[src/rtl/pwrseq_pkg.sv]
package pwrseq_pkg;

   typedef enum logic [3:0] {
      PH_OFF     = 4'd0,
      PH_RAMP    = 4'd1,
      PH_RESET   = 4'd2,
      PH_INIT    = 4'd3,
      PH_CONFIG  = 4'd4,
      PH_PLLWAIT = 4'd5,
      PH_STREAM  = 4'd6,
      PH_STOP    = 4'd7,
      PH_FAULT   = 4'd8
   } phase_e;

   function automatic int unsigned umax(input int unsigned a, input int unsigned b);
      return (a > b) ? a : b;
   endfunction

endpackage

[src/rtl/pwrseq_timer.sv]
// Single down-counter used for every wait. It counts either raw cycles or
// milliseconds; the ms prescaler restarts on every load so delays are exact.
module pwrseq_timer #(
   parameter int unsigned CNT_W    = 18,
   parameter int unsigned MS_TICKS = 50000
) (
   input  logic             clk,
   input  logic             rst_n,
   input  logic             load,
   input  logic             load_ms,
   input  logic [CNT_W-1:0] load_val,
   output logic             expired
);

   logic [CNT_W-1:0] cnt_q;
   logic             ms_mode_q;
   logic             tick;

   generate
      if (MS_TICKS == 1) begin : g_notick
         assign tick = 1'b1;
      end else begin : g_presc
         localparam int unsigned PRE_W = $clog2(MS_TICKS);
         localparam logic [PRE_W-1:0] PRE_LAST = PRE_W'(MS_TICKS - 1);
         logic [PRE_W-1:0] pre_q;

         always_ff @(posedge clk or negedge rst_n) begin
            if (!rst_n) begin
               pre_q <= '0;
            end else if (load) begin
               pre_q <= '0;
            end else if (cnt_q != '0) begin
               if (pre_q == PRE_LAST) pre_q <= '0;
               else                   pre_q <= pre_q + 1'b1;
            end
         end

         assign tick = (pre_q == PRE_LAST);
      end
   endgenerate

   always_ff @(posedge clk or negedge rst_n) begin
      if (!rst_n) begin
         cnt_q     <= '0;
         ms_mode_q <= 1'b0;
      end else if (load) begin
         cnt_q     <= load_val;
         ms_mode_q <= load_ms;
      end else if ((cnt_q != '0) && (!ms_mode_q || tick)) begin
         cnt_q <= cnt_q - 1'b1;
      end
   end

   assign expired = (cnt_q == '0);

endmodule

[src/rtl/pwrseq_railbank.sv]
// One enable flop per rail; the sequencer addresses a rail by index.
module pwrseq_railbank #(
   parameter int unsigned NUM_RAILS = 5,
   parameter int unsigned IDX_W     = 3
) (
   input  logic                 clk,
   input  logic                 rst_n,
   input  logic                 set_stb,
   input  logic                 clr_stb,
   input  logic [IDX_W-1:0]     idx,
   output logic [NUM_RAILS-1:0] en
);

   generate
      for (genvar i = 0; i < NUM_RAILS; i++) begin : g_rail
         logic on_q;
         always_ff @(posedge clk or negedge rst_n) begin
            if (!rst_n) begin
               on_q <= 1'b0;
            end else if (set_stb && (idx == IDX_W'(i))) begin
               on_q <= 1'b1;
            end else if (clr_stb && (idx == IDX_W'(i))) begin
               on_q <= 1'b0;
            end
         end
         assign en[i] = on_q;
      end
   endgenerate

endmodule

[src/rtl/pwrseq_fsm.sv]
module pwrseq_fsm
   import pwrseq_pkg::*;
#(
   parameter int unsigned NUM_RAILS  = 5,
   parameter int unsigned IDX_W      = 3,
   parameter int unsigned CNT_W      = 18,
   parameter int unsigned GAP_W      = 4,
   parameter int unsigned MAX_GAP_MS = 10,
   parameter int unsigned RESET_MS   = 1,
   parameter int unsigned INIT_CYC   = 150000,
   parameter int unsigned PLL_MS     = 1,
   parameter int unsigned OFF_MS     = 100,
   parameter int unsigned PG_TO_MS   = 20
) (
   input  logic                 clk,
   input  logic                 rst_n,
   input  logic                 pwr_up_req,
   input  logic                 pwr_dn_req,
   input  logic [GAP_W-1:0]     gap_ms,
   input  logic [NUM_RAILS-1:0] rail_pg,
   input  logic                 cfg_done,
   input  logic                 str_done,
   input  logic                 stby_ack,
   input  logic                 tmr_expired,
   output logic                 tmr_load,
   output logic                 tmr_load_ms,
   output logic [CNT_W-1:0]     tmr_val,
   output logic                 rail_set,
   output logic                 rail_clr,
   output logic [IDX_W-1:0]     rail_idx,
   output logic                 xclk_en,
   output logic                 sensor_rst_n,
   output logic                 cfg_req,
   output logic                 str_req,
   output logic                 str_val,
   output phase_e               phase
);

   localparam logic [IDX_W-1:0] LAST_IDX = IDX_W'(NUM_RAILS - 1);
   localparam logic [GAP_W-1:0] GAP_CAP  = GAP_W'(MAX_GAP_MS);

   typedef enum logic [3:0] {
      S_IDLE, S_RAILON, S_PGWAIT, S_GAP, S_RST, S_INIT, S_CFG,
      S_PLL, S_STRON, S_RUN, S_STROFF, S_STBY, S_DROP, S_DNGAP, S_COOL
   } state_e;

   state_e           state_q, state_d;
   logic [IDX_W-1:0] idx_q, idx_d;
   logic             fault_q, fault_d;
   logic             pend_q, pend_d;
   logic             xclk_q, xclk_d;
   logic             rstn_q, rstn_d;
   logic [GAP_W-1:0] gap_eff;

   assign gap_eff = (gap_ms > GAP_CAP) ? GAP_CAP : gap_ms;

   always_comb begin
      state_d     = state_q;
      idx_d       = idx_q;
      fault_d     = fault_q;
      pend_d      = pend_q;
      xclk_d      = xclk_q;
      rstn_d      = rstn_q;
      tmr_load    = 1'b0;
      tmr_load_ms = 1'b1;
      tmr_val     = '0;
      rail_set    = 1'b0;
      rail_clr    = 1'b0;
      unique case (state_q)
         S_IDLE: begin
            if (pwr_up_req || pend_q) begin
               pend_d  = 1'b0;
               idx_d   = '0;
               state_d = S_RAILON;
            end
         end
         S_RAILON: begin
            rail_set = 1'b1;
            tmr_load = 1'b1;
            tmr_val  = CNT_W'(PG_TO_MS);
            state_d  = S_PGWAIT;
         end
         S_PGWAIT: begin
            if (rail_pg[idx_q]) begin
               tmr_load = 1'b1;
               if (idx_q == LAST_IDX) begin
                  xclk_d  = 1'b1;
                  tmr_val = CNT_W'(RESET_MS);
                  state_d = S_RST;
               end else begin
                  idx_d   = idx_q + 1'b1;
                  tmr_val = CNT_W'(gap_eff);
                  state_d = S_GAP;
               end
            end else if (tmr_expired) begin
               fault_d = 1'b1;
               xclk_d  = 1'b0;
               rstn_d  = 1'b0;
               state_d = S_DROP;
            end
         end
         S_GAP: begin
            if (tmr_expired) state_d = S_RAILON;
         end
         S_RST: begin
            if (tmr_expired) begin
               rstn_d      = 1'b1;
               tmr_load    = 1'b1;
               tmr_load_ms = 1'b0;
               tmr_val     = CNT_W'(INIT_CYC);
               state_d     = S_INIT;
            end
         end
         S_INIT: begin
            if (tmr_expired) state_d = S_CFG;
         end
         S_CFG: begin
            if (cfg_done) begin
               tmr_load = 1'b1;
               tmr_val  = CNT_W'(PLL_MS);
               state_d  = S_PLL;
            end
         end
         S_PLL: begin
            if (tmr_expired) state_d = S_STRON;
         end
         S_STRON: begin
            if (str_done) state_d = S_RUN;
         end
         S_RUN: begin
            if (pwr_dn_req) state_d = S_STROFF;
         end
         S_STROFF: begin
            if (str_done) state_d = S_STBY;
         end
         S_STBY: begin
            if (stby_ack) begin
               xclk_d  = 1'b0;
               rstn_d  = 1'b0;
               idx_d   = LAST_IDX;
               state_d = S_DROP;
            end
         end
         S_DROP: begin
            rail_clr = 1'b1;
            tmr_load = 1'b1;
            if (idx_q == '0) begin
               tmr_val = CNT_W'(OFF_MS);
               state_d = S_COOL;
            end else begin
               tmr_val = CNT_W'(gap_eff);
               state_d = S_DNGAP;
            end
         end
         S_DNGAP: begin
            if (tmr_expired) begin
               idx_d   = idx_q - 1'b1;
               state_d = S_DROP;
            end
         end
         S_COOL: begin
            if (pwr_up_req) pend_d = 1'b1;
            if (tmr_expired) begin
               fault_d = 1'b0;
               state_d = S_IDLE;
            end
         end
         default: state_d = S_IDLE;
      endcase
   end

   always_ff @(posedge clk or negedge rst_n) begin
      if (!rst_n) begin
         state_q <= S_IDLE;
         idx_q   <= '0;
         fault_q <= 1'b0;
         pend_q  <= 1'b0;
         xclk_q  <= 1'b0;
         rstn_q  <= 1'b0;
      end else begin
         state_q <= state_d;
         idx_q   <= idx_d;
         fault_q <= fault_d;
         pend_q  <= pend_d;
         xclk_q  <= xclk_d;
         rstn_q  <= rstn_d;
      end
   end

   always_comb begin
      unique case (state_q)
         S_IDLE:                       phase = PH_OFF;
         S_RAILON, S_PGWAIT, S_GAP:    phase = PH_RAMP;
         S_RST:                        phase = PH_RESET;
         S_INIT:                       phase = PH_INIT;
         S_CFG:                        phase = PH_CONFIG;
         S_PLL, S_STRON:               phase = PH_PLLWAIT;
         S_RUN:                        phase = PH_STREAM;
         S_STROFF, S_STBY:             phase = PH_STOP;
         S_DROP, S_DNGAP:              phase = fault_q ? PH_FAULT : PH_STOP;
         S_COOL:                       phase = fault_q ? PH_FAULT : PH_OFF;
         default:                      phase = PH_OFF;
      endcase
   end

   assign rail_idx     = idx_q;
   assign xclk_en      = xclk_q;
   assign sensor_rst_n = rstn_q;
   assign cfg_req      = (state_q == S_CFG);
   assign str_req      = (state_q == S_STRON) || (state_q == S_STROFF);
   assign str_val      = (state_q == S_STRON);

endmodule

[src/rtl/pwrseq_ctrl.sv]
module pwrseq_ctrl
   import pwrseq_pkg::*;
#(
   parameter int unsigned NUM_RAILS  = 5,
   parameter int unsigned MS_TICKS   = 50000,
   parameter int unsigned GAP_W      = 4,
   parameter int unsigned MAX_GAP_MS = 10,
   parameter int unsigned RESET_MS   = 1,
   parameter int unsigned INIT_CYC   = 150000,
   parameter int unsigned PLL_MS     = 1,
   parameter int unsigned OFF_MS     = 100,
   parameter int unsigned PG_TO_MS   = 20
) (
   input  logic                 clk,
   input  logic                 rst_n,
   input  logic                 pwr_up_req,
   input  logic                 pwr_dn_req,
   input  logic [GAP_W-1:0]     gap_ms,
   input  logic [NUM_RAILS-1:0] rail_pg,
   output logic [NUM_RAILS-1:0] rail_en,
   output logic                 xclk_en,
   output logic                 sensor_rst_n,
   output logic                 cfg_req,
   input  logic                 cfg_done,
   output logic                 str_req,
   output logic                 str_val,
   input  logic                 str_done,
   input  logic                 stby_ack,
   output logic [3:0]           phase
);

   localparam int unsigned IDX_W   = $clog2(NUM_RAILS);
   localparam int unsigned LONGEST = umax(umax(umax(INIT_CYC, OFF_MS), umax(PG_TO_MS, RESET_MS)),
                                          umax(PLL_MS, MAX_GAP_MS));
   localparam int unsigned CNT_W   = $clog2(LONGEST + 1);

   generate
      if (NUM_RAILS < 2) begin : g_bad_rails
         $error("pwrseq_ctrl: NUM_RAILS must be at least 2");
      end
      if (MS_TICKS < 1) begin : g_bad_tick
         $error("pwrseq_ctrl: MS_TICKS must be at least 1");
      end
      if (MAX_GAP_MS >= (1 << GAP_W)) begin : g_bad_gap
         $error("pwrseq_ctrl: MAX_GAP_MS does not fit in GAP_W bits");
      end
   endgenerate

   logic             tmr_load, tmr_load_ms, tmr_expired;
   logic [CNT_W-1:0] tmr_val;
   logic             rail_set, rail_clr;
   logic [IDX_W-1:0] rail_idx;
   phase_e           phase_s;

   pwrseq_fsm #(
      .NUM_RAILS (NUM_RAILS),
      .IDX_W     (IDX_W),
      .CNT_W     (CNT_W),
      .GAP_W     (GAP_W),
      .MAX_GAP_MS(MAX_GAP_MS),
      .RESET_MS  (RESET_MS),
      .INIT_CYC  (INIT_CYC),
      .PLL_MS    (PLL_MS),
      .OFF_MS    (OFF_MS),
      .PG_TO_MS  (PG_TO_MS)
   ) u_fsm (
      .clk         (clk),
      .rst_n       (rst_n),
      .pwr_up_req  (pwr_up_req),
      .pwr_dn_req  (pwr_dn_req),
      .gap_ms      (gap_ms),
      .rail_pg     (rail_pg),
      .cfg_done    (cfg_done),
      .str_done    (str_done),
      .stby_ack    (stby_ack),
      .tmr_expired (tmr_expired),
      .tmr_load    (tmr_load),
      .tmr_load_ms (tmr_load_ms),
      .tmr_val     (tmr_val),
      .rail_set    (rail_set),
      .rail_clr    (rail_clr),
      .rail_idx    (rail_idx),
      .xclk_en     (xclk_en),
      .sensor_rst_n(sensor_rst_n),
      .cfg_req     (cfg_req),
      .str_req     (str_req),
      .str_val     (str_val),
      .phase       (phase_s)
   );

   pwrseq_timer #(
      .CNT_W   (CNT_W),
      .MS_TICKS(MS_TICKS)
   ) u_tmr (
      .clk     (clk),
      .rst_n   (rst_n),
      .load    (tmr_load),
      .load_ms (tmr_load_ms),
      .load_val(tmr_val),
      .expired (tmr_expired)
   );

   pwrseq_railbank #(
      .NUM_RAILS(NUM_RAILS),
      .IDX_W    (IDX_W)
   ) u_rails (
      .clk    (clk),
      .rst_n  (rst_n),
      .set_stb(rail_set),
      .clr_stb(rail_clr),
      .idx    (rail_idx),
      .en     (rail_en)
   );

   assign phase = phase_s;

endmodule

[config.mk]
export PLATFORM = sky130hd
export DESIGN_NAME = pwrseq_ctrl
export DESIGN_NICKNAME = d
export VERILOG_FILES = /design/src/rtl/pwrseq_pkg.sv /design/src/rtl/pwrseq_timer.sv /design/src/rtl/pwrseq_railbank.sv /design/src/rtl/pwrseq_fsm.sv /design/src/rtl/pwrseq_ctrl.sv
export SDC_FILE = /design/constraint.sdc
export NUM_CORES = 1
export LEC_CHECK = 0
export ABC_CLOCK_PERIOD_IN_PS = 3600
export BUFFER_PORTS_ARGS = -buffer_cell sky130_fd_sc_hd__clkbuf_2
export CAP_MARGIN = 20
export CORE_ASPECT_RATIO = 0.5
export CORE_UTILIZATION = 35
export DETAILED_ROUTE_END_ITERATION = 8
export GPL_ROUTABILITY_DRIVEN = 0
export SETUP_SLACK_MARGIN = 0.2
export SYNTH_ARGS = -nofsm -noshare
export SYNTH_HDL_FRONTEND = slang
export SYNTH_SLANG_ARGS = --single-unit
[constraint.sdc]
create_clock -name clk -period 3.6 [get_ports clk]
set_input_delay 0.54 -clock clk [delete_from_list [all_inputs] [get_ports clk]]
set_output_delay 0.54 -clock clk [all_outputs]
set_load 0.01 [all_outputs]
* Word-level counts from Yosys, hierarchy flattened
Cells that the tools add are included.
** Word-level totals
- Output and inout bits :: 14
- RAM bits :: 0
- Latch bits :: 0
- ROM bits :: 0
- Register bits :: 51
- Memories :: 0
- Logic and storage cells :: 170
** Cells by class
- $mul :: 0
- Bitwise operators :: 0
- Shift-type cells :: 0
- Order comparisons :: 2
- Eq/ne operators :: 38
- Div/mod/pow operators :: 0
- Mux-type cells :: 70
- Reductions and logical operators :: 42
- Add/sub/neg operators :: 4
** Operators with widths (count)
- $pmux 18 s5 :: 1
- $mux 18 :: 4
- $mux 4 :: 17
- $pmux 4 s15 :: 1
- $mux 16 :: 3
- $pmux 4 s9 :: 1
- $eq 4x4->1 const B :: 7
- $mux 1 :: 28
- $ne 2x2->1 const B :: 13
- $reduce_bool 2->1 :: 10
- $logic_not 18->1 :: 1
- $mux 3 :: 6
- $reduce_bool 18->1 :: 1
- $sub 18x1->18 const B :: 1
- $add 16x1->16 const B :: 1
- $eq 16x16->1 const B :: 1
- $eq 4x3->1 const B :: 4
- $pmux 3 s4 :: 1
- $logic_and 1x1->1 :: 11
- $reduce_and 11->1 :: 1
- $eq 4x2->1 const B :: 2
- $ne 2x1->1 const B :: 4
- $reduce_and 4->1 :: 2
- $reduce_or 2->1 :: 4
- 26 further kinds :: 31

* Logic depth before layout (Yosys ltp)
- Word-level depth :: 6
- Gate-level depth with buffers :: 9

* By module
Synthesis repeated with hierarchy kept, for this count alone.
** Second synthesis, totals
- Cell total of the unflattened synthesis :: 467
- Area, all modules :: 3853.7 um^2
** Modules (own cells, without submodules)
- pwrseq_timer :: seq. area each 875.8 um^2, area each 2240.9 um^2, times used 1, cells each 262
- pwrseq_fsm :: seq. area each 275.3 um^2, area each 1323.8 um^2, times used 1, cells each 180
- pwrseq_railbank :: seq. area each 125.1 um^2, area each 289.0 um^2, times used 1, cells each 25

* Least setup slack after synthesis
No wires, ideal clock.
- Kind :: flip-flop to flip-flop
- From :: reg u_tmr.cnt_q[0]
- To :: reg u_tmr.g_presc.pre_q[8]
- Arrival :: 2.195 ns
- Cell stages (with the launch flop) :: 10
- Path slack :: 1.284 ns
- Cells stage by stage :: dfrtp_1 -> inv_1 -> ha_1 -> or3b_1 -> nand4b_4 -> nor3_2 -> nand2b_1 -> clkbuf_1 -> a31o_1 -> a22o_1
** Between the ends
- Cells in the longest elaborated chain, start to end :: 4
- Elaborated cells between the ends (all ways) :: 6
- Classes of those cells :: 3 x mux; 3 x reduce/logical
** RTL lines
- start, declared :: RTL line pwrseq_timer.sv:15 : logic [CNT_W-1:0] cnt_q;
- start signal, assigned :: RTL line pwrseq_timer.sv:47 : cnt_q <= load_val;
- start signal, assigned :: RTL line pwrseq_timer.sv:50 : cnt_q <= cnt_q - 1'b1;
- $logic_not 18->1 :: RTL line pwrseq_timer.sv:54 : assign expired = (cnt_q == '0);
- $mux 1 :: RTL line pwrseq_fsm.sv:106 : if (tmr_expired) begin
- $pmux 1 s4 :: RTL line pwrseq_fsm.sv:69 : unique case (state_q)
- $mux 16 or $reduce_bool 2->1 (tied branches)
- end signal, assigned :: RTL line pwrseq_timer.sv:34 : else pre_q <= pre_q + 1'b1;
- end, declared :: RTL line pwrseq_timer.sv:25 : logic [PRE_W-1:0] pre_q;
Parallel ways exist; a longest one is shown, timed or not.
A chain may end at the register's enable or synchronous reset.

* Worst setup path after layout
- From :: reg u_fsm.state_q[0]
- To :: reg u_tmr.g_presc.pre_q[13]
** Between the ends
- Cells in the longest elaborated chain, start to end :: 4
- Elaborated cells between the ends (all ways) :: 9
- Classes of those cells :: 5 x eq/ne; 2 x mux; 2 x reduce/logical
** RTL lines
- start, declared :: RTL line pwrseq_fsm.sv:47 : state_e state_q, state_d;
- start signal, assigned :: RTL line pwrseq_fsm.sv:181 : state_q <= state_d;
- $eq 4x1->1 or $eq 4x4->1 (tied branches) :: RTL line pwrseq_fsm.sv:69
- $reduce_or 2->1 (no line)
- $pmux 1 s4 * :: RTL line pwrseq_fsm.sv:69
- $mux 16 or $reduce_bool 2->1 (tied branches)
Every way passes the cells marked *; elsewhere a longest branch is shown, timed or not.

==> results summary <==
The number of standard cells in the final layout excluding fillers came out at 573. The worst endpoint data arrival time is 3020 ps. The post-synthesis async set-or-reset flop share is 100%. Of all cell types, the one taking the most synthesized area is sky130_fd_sc_hd__dfrtp_1. The placed wire-length estimate after detailed placement is 6.54 mm. The count of unique library cells instantiated by Yosys came out at 76. The number of buffers created by CTS is 5. The number of synthesized register bits came out at 51. The critical path in this run is classified as flip-flop to flip-flop.

The sum of met2 wire segment lengths after detailed routing came out at 3.92 mm. The number of antenna violations at the first check in global routing came out at 0. The longest individual stage delay on the worst path came out at 660 ps. From synthesis to final layout, the design area changed by 10.9%. The post-detailed-route count of antenna-violating nets is 0.

The clock slew at the register clock pins of the worst setup and hold paths is 80 ps. For this block, wires on met1 add up to 4.74 mm. The first global-routing pass estimated 15.3 mm of wire.

The flow ran to the end, and the final reports show no timing, DRC or antenna violations. Cells with a size suffix above 1 make up 15.3% of the layout. The cell sitting at the root of the clock tree is a sky130_fd_sc_hd__clkbuf_16. The worst pin sits at a relative slew slack of 35.5%. Setup violations remaining at the end of the flow were counted as 0. The placement row count came out at 25.

After clock tree synthesis, the flow added hold-fix buffers numbering 0. The total DRC errors in the routed layout came out at 0. At the end of the flow, the number of nets in the layout was 461. The clock net sink count is 51.

For this design the static power due to leakage is 1.74 nW. The post-synthesis cell count came out at 418. During synthesis, Yosys emitted a total of 0 warnings. The number of buffer cells added on primary ports came out at 29. In this run the critical register-to-register path is launched from u_fsm.state_q[0].

For the final database, setup skew stands at 11.7 ps. The post-cts gate resize count is 0. The setup slack on the worst flop-to-flop path came out at 810 ps.

Among all flip-flop cells after synthesis, the most frequent one is sky130_fd_sc_hd__dfrtp_1. The area share of the leading cell type in the synthesized netlist is 35.3%. The power per cell area came out at 757 nW/um^2. The number of global-route vias before repair came to 2,928. The length of the first detailed-routing pass in iterations is 4. The initial standard-cell utilization of the core is 37.1%. The clock insertion delay at the later pin of the skew report came out at 310 ps. Along the worst path, the maximum fanout reaches 26.

Summing every instance area after synthesis gives 3610 sq um. Hold timing on the final database bottoms out at a slack of 376 ps. The number of hold violations in the final report came out at 0. After detailed routing, the average wire length per cell comes to 15.8 um. The worst register-to-register path ends at u_tmr.g_presc.pre_q[13]. The diode insertion count for antenna repair is 0. Across every metal layer, demand over resource in global routing totals 17.9%. For this run, the share of the core covered by cells in the final layout is 41.2%.

VDD sags by at most 363 uV. Traced cell by cell, the critical path runs through nor2_2 -> nand2_2 -> o211ai_4 -> nor2_2 -> or4_1 -> a21oi_1. Entering global routing, the biggest net connects 38 pins.

After synthesis, the mean cell area works out to 8.64 sq um. The number of max-slew violations in the final report came out at 0. The number of synthesized flops with an enable pin came out at 0. The number of buffers inserted by post-CTS setup repair came out at 0. The level count of the clock H-tree came out at 2. The number of vias in the routed layout came out at 3,264. The total power is 3.04 mW. The most prevalent standard cell on the critical path is sky130_fd_sc_hd__nor2_2. The post-synth net total came out at 442. The sum of met3 wire segment lengths after detailed routing is 267 um. The floorplan step set the die width to 146 um. The largest buffer count on any clock path is 2.

The worst setup path is launched from a flip-flop. The tool flagged a number of max-cap violations equal to 0. The share of the cycle needed by the critical path after routing came out at 77.4%. In the routed layout, each cell is associated on average with a via count of 5.70. The count of pins on the block boundary is 30. The vertical die dimension came out at 73.9 um. Ranked by total cell area, the synthesized netlist is headed by sky130_fd_sc_hd__dfrtp_1, sky130_fd_sc_hd__a21oi_1, sky130_fd_sc_hd__nand2_1. For this run, the register share of the synthesized area comes to 35.3%. The global route total overflow is 0. The aggregate negative setup slack is 0 ps. The aggregate routed wire length is 9.03 mm. The min-delay analysis places its worst path in the category input pin to async pin. After detailed routing, no signal wire sits above met4. The worst-margin pin slew came out at 967 ps.

The die covers 10,800 sq um. The area of the placeable core came out at 9730 sq um. The data required time of the critical path is 3840 ps. The placed cell count came out at 565. The path depth of the worst reg2reg path is 6. The achievable clock frequency is 359 MHz. TritonCTS built the clock tree. The worst setup path is captured at a flip-flop. Setup repair after global routing left no endpoint under its margin. The post-route minimum period came out at 2790 ps. For this block, the initial DRC count from the detailed router was 270. The slowest stage of the critical path is the sky130_fd_sc_hd__dfrtp_1 cell.
final cells by class:
| cell class | instances | area (sq um) |
|---|---|---|
| Sequential cell | 51 | 1280 |
| Tap cell | 135 | 169 |
| Fill cell | 993 | 5720 |
| Multi-Input combinational cell | 327 | 2150 |
| Clock buffer | 5 | 125 |
| Inverter | 16 | 60.1 |
| Clock inverter | 3 | 26.3 |
| Timing Repair Buffer | 36 | 198 |
synthesized netlist by cell type, types with 8 or more instances:
| cell | instances |
|---|---|
| sky130_fd_sc_hd__dfrtp_1 | 51 |
| sky130_fd_sc_hd__nand2_1 | 38 |
| sky130_fd_sc_hd__a21oi_1 | 30 |
| sky130_fd_sc_hd__o21ai_0 | 26 |
| sky130_fd_sc_hd__nor2_1 | 23 |
| sky130_fd_sc_hd__nor3_1 | 18 |
| sky130_fd_sc_hd__inv_1 | 16 |
| sky130_fd_sc_hd__a31oi_1 | 13 |
| sky130_fd_sc_hd__clkbuf_1 | 13 |
| sky130_fd_sc_hd__o21ai_1 | 11 |
| sky130_fd_sc_hd__nand2b_1 | 10 |
| sky130_fd_sc_hd__nand3_1 | 10 |
| sky130_fd_sc_hd__a22o_1 | 9 |
| sky130_fd_sc_hd__and3_1 | 8 |
| sky130_fd_sc_hd__ha_1 | 8 |
| sky130_fd_sc_hd__nor2b_1 | 8 |
| sky130_fd_sc_hd__or3_1 | 8 |
flip-flops by register name (all words and copies together) (netlist names):
name and flops:
u_fsm.fault_q 1, u_fsm.pend_q 1, u_fsm.rail_idx 3, u_fsm.sensor_rst_n 1
u_fsm.state_q 4, u_fsm.xclk_en 1, u_rails.g_rail.on_q 5, u_tmr.cnt_q 18
u_tmr.g_presc.pre_q 16, u_tmr.ms_mode_q 1
power breakdown:
part	switching (mW)	total (mW)	internal, mW
registers	0.240	0.965	0.725
clock network	0.245	0.510	0.265
logic	0.930	1.56	0.630
stage by stage:
| stage | setup slack, ps | area (sq um) |
|---|---|---|
| global placement | 898 | 3860 |
| CTS | 817 | 4010 |
| detailed placement | 843 | 3860 |
| global route | 572 | 4010 |
| floorplan | 1280 | 3610 |
| finish | 814 | 4010 |
placed cells by master, fill, tap and decap left out, types with 7 or more instances in the layout:
| cell type | count |
|---|---|
| sky130_fd_sc_hd__dfrtp_1 | 51 |
| sky130_fd_sc_hd__nor2_1 | 23 |
| sky130_fd_sc_hd__o21ai_0 | 26 |
| sky130_fd_sc_hd__a22o_1 | 9 |
| sky130_fd_sc_hd__a21oi_1 | 30 |
| sky130_fd_sc_hd__clkbuf_2 | 29 |
| sky130_fd_sc_hd__ha_1 | 8 |
| sky130_fd_sc_hd__o21ai_1 | 11 |
| sky130_fd_sc_hd__nor2b_1 | 8 |
| sky130_fd_sc_hd__nor3_1 | 18 |
| sky130_fd_sc_hd__a31oi_1 | 13 |
| sky130_fd_sc_hd__or3_1 | 8 |
| sky130_fd_sc_hd__and3_1 | 8 |
| sky130_fd_sc_hd__nand3_1 | 10 |
| sky130_fd_sc_hd__nand2b_1 | 10 |
| sky130_fd_sc_hd__buf_4 | 7 |
| sky130_fd_sc_hd__inv_1 | 16 |
| sky130_fd_sc_hd__nand2_1 | 38 |
layer usage:
metal  track usage, %  up-vias
met2             27.8       54
li1                 -     1613
met5                0        -
met4             4.91        0
met1             26.3     1587
met3             2.24       10
critical path: cells and delay by family (launching register included):
family	cells	cell delay (ps)
AOI/OAI and AO/OA	2	680
DFF	1	660
and+or+nand+nor	4	1360
worst max-delay path by stage:
stage | slack, ps | from | endpoint | cells after the start
floorplan | 1280 | u_tmr.cnt_q[0] | u_tmr.g_presc.pre_q[8] | 9
global placement | 900 | u_fsm.state_q[0] | u_tmr.g_presc.pre_q[9] | 6
detailed placement | 840 | u_fsm.state_q[0] | u_tmr.g_presc.pre_q[13] | 6
CTS | 820 | u_fsm.state_q[0] | u_tmr.g_presc.pre_q[13] | 6
global route | 570 | u_fsm.state_q[0] | u_tmr.g_presc.pre_q[13] | 6
finish | 810 | u_fsm.state_q[0] | u_tmr.g_presc.pre_q[13] | 6
cell families (layout without fill, tap and decap cells):
family	count (synthesis)	count (layout)	synth area share, %
simple gates	171	171	27.6
compound gates	137	137	26.1
flops	51	51	35.3
buf+inv	40	60	5.06
fa+ha+maj	8	8	2.77
mux	6	6	2.01
xor+xnor	5	5	1.21
No activity file was read; power rests on OpenSTA's default activity.
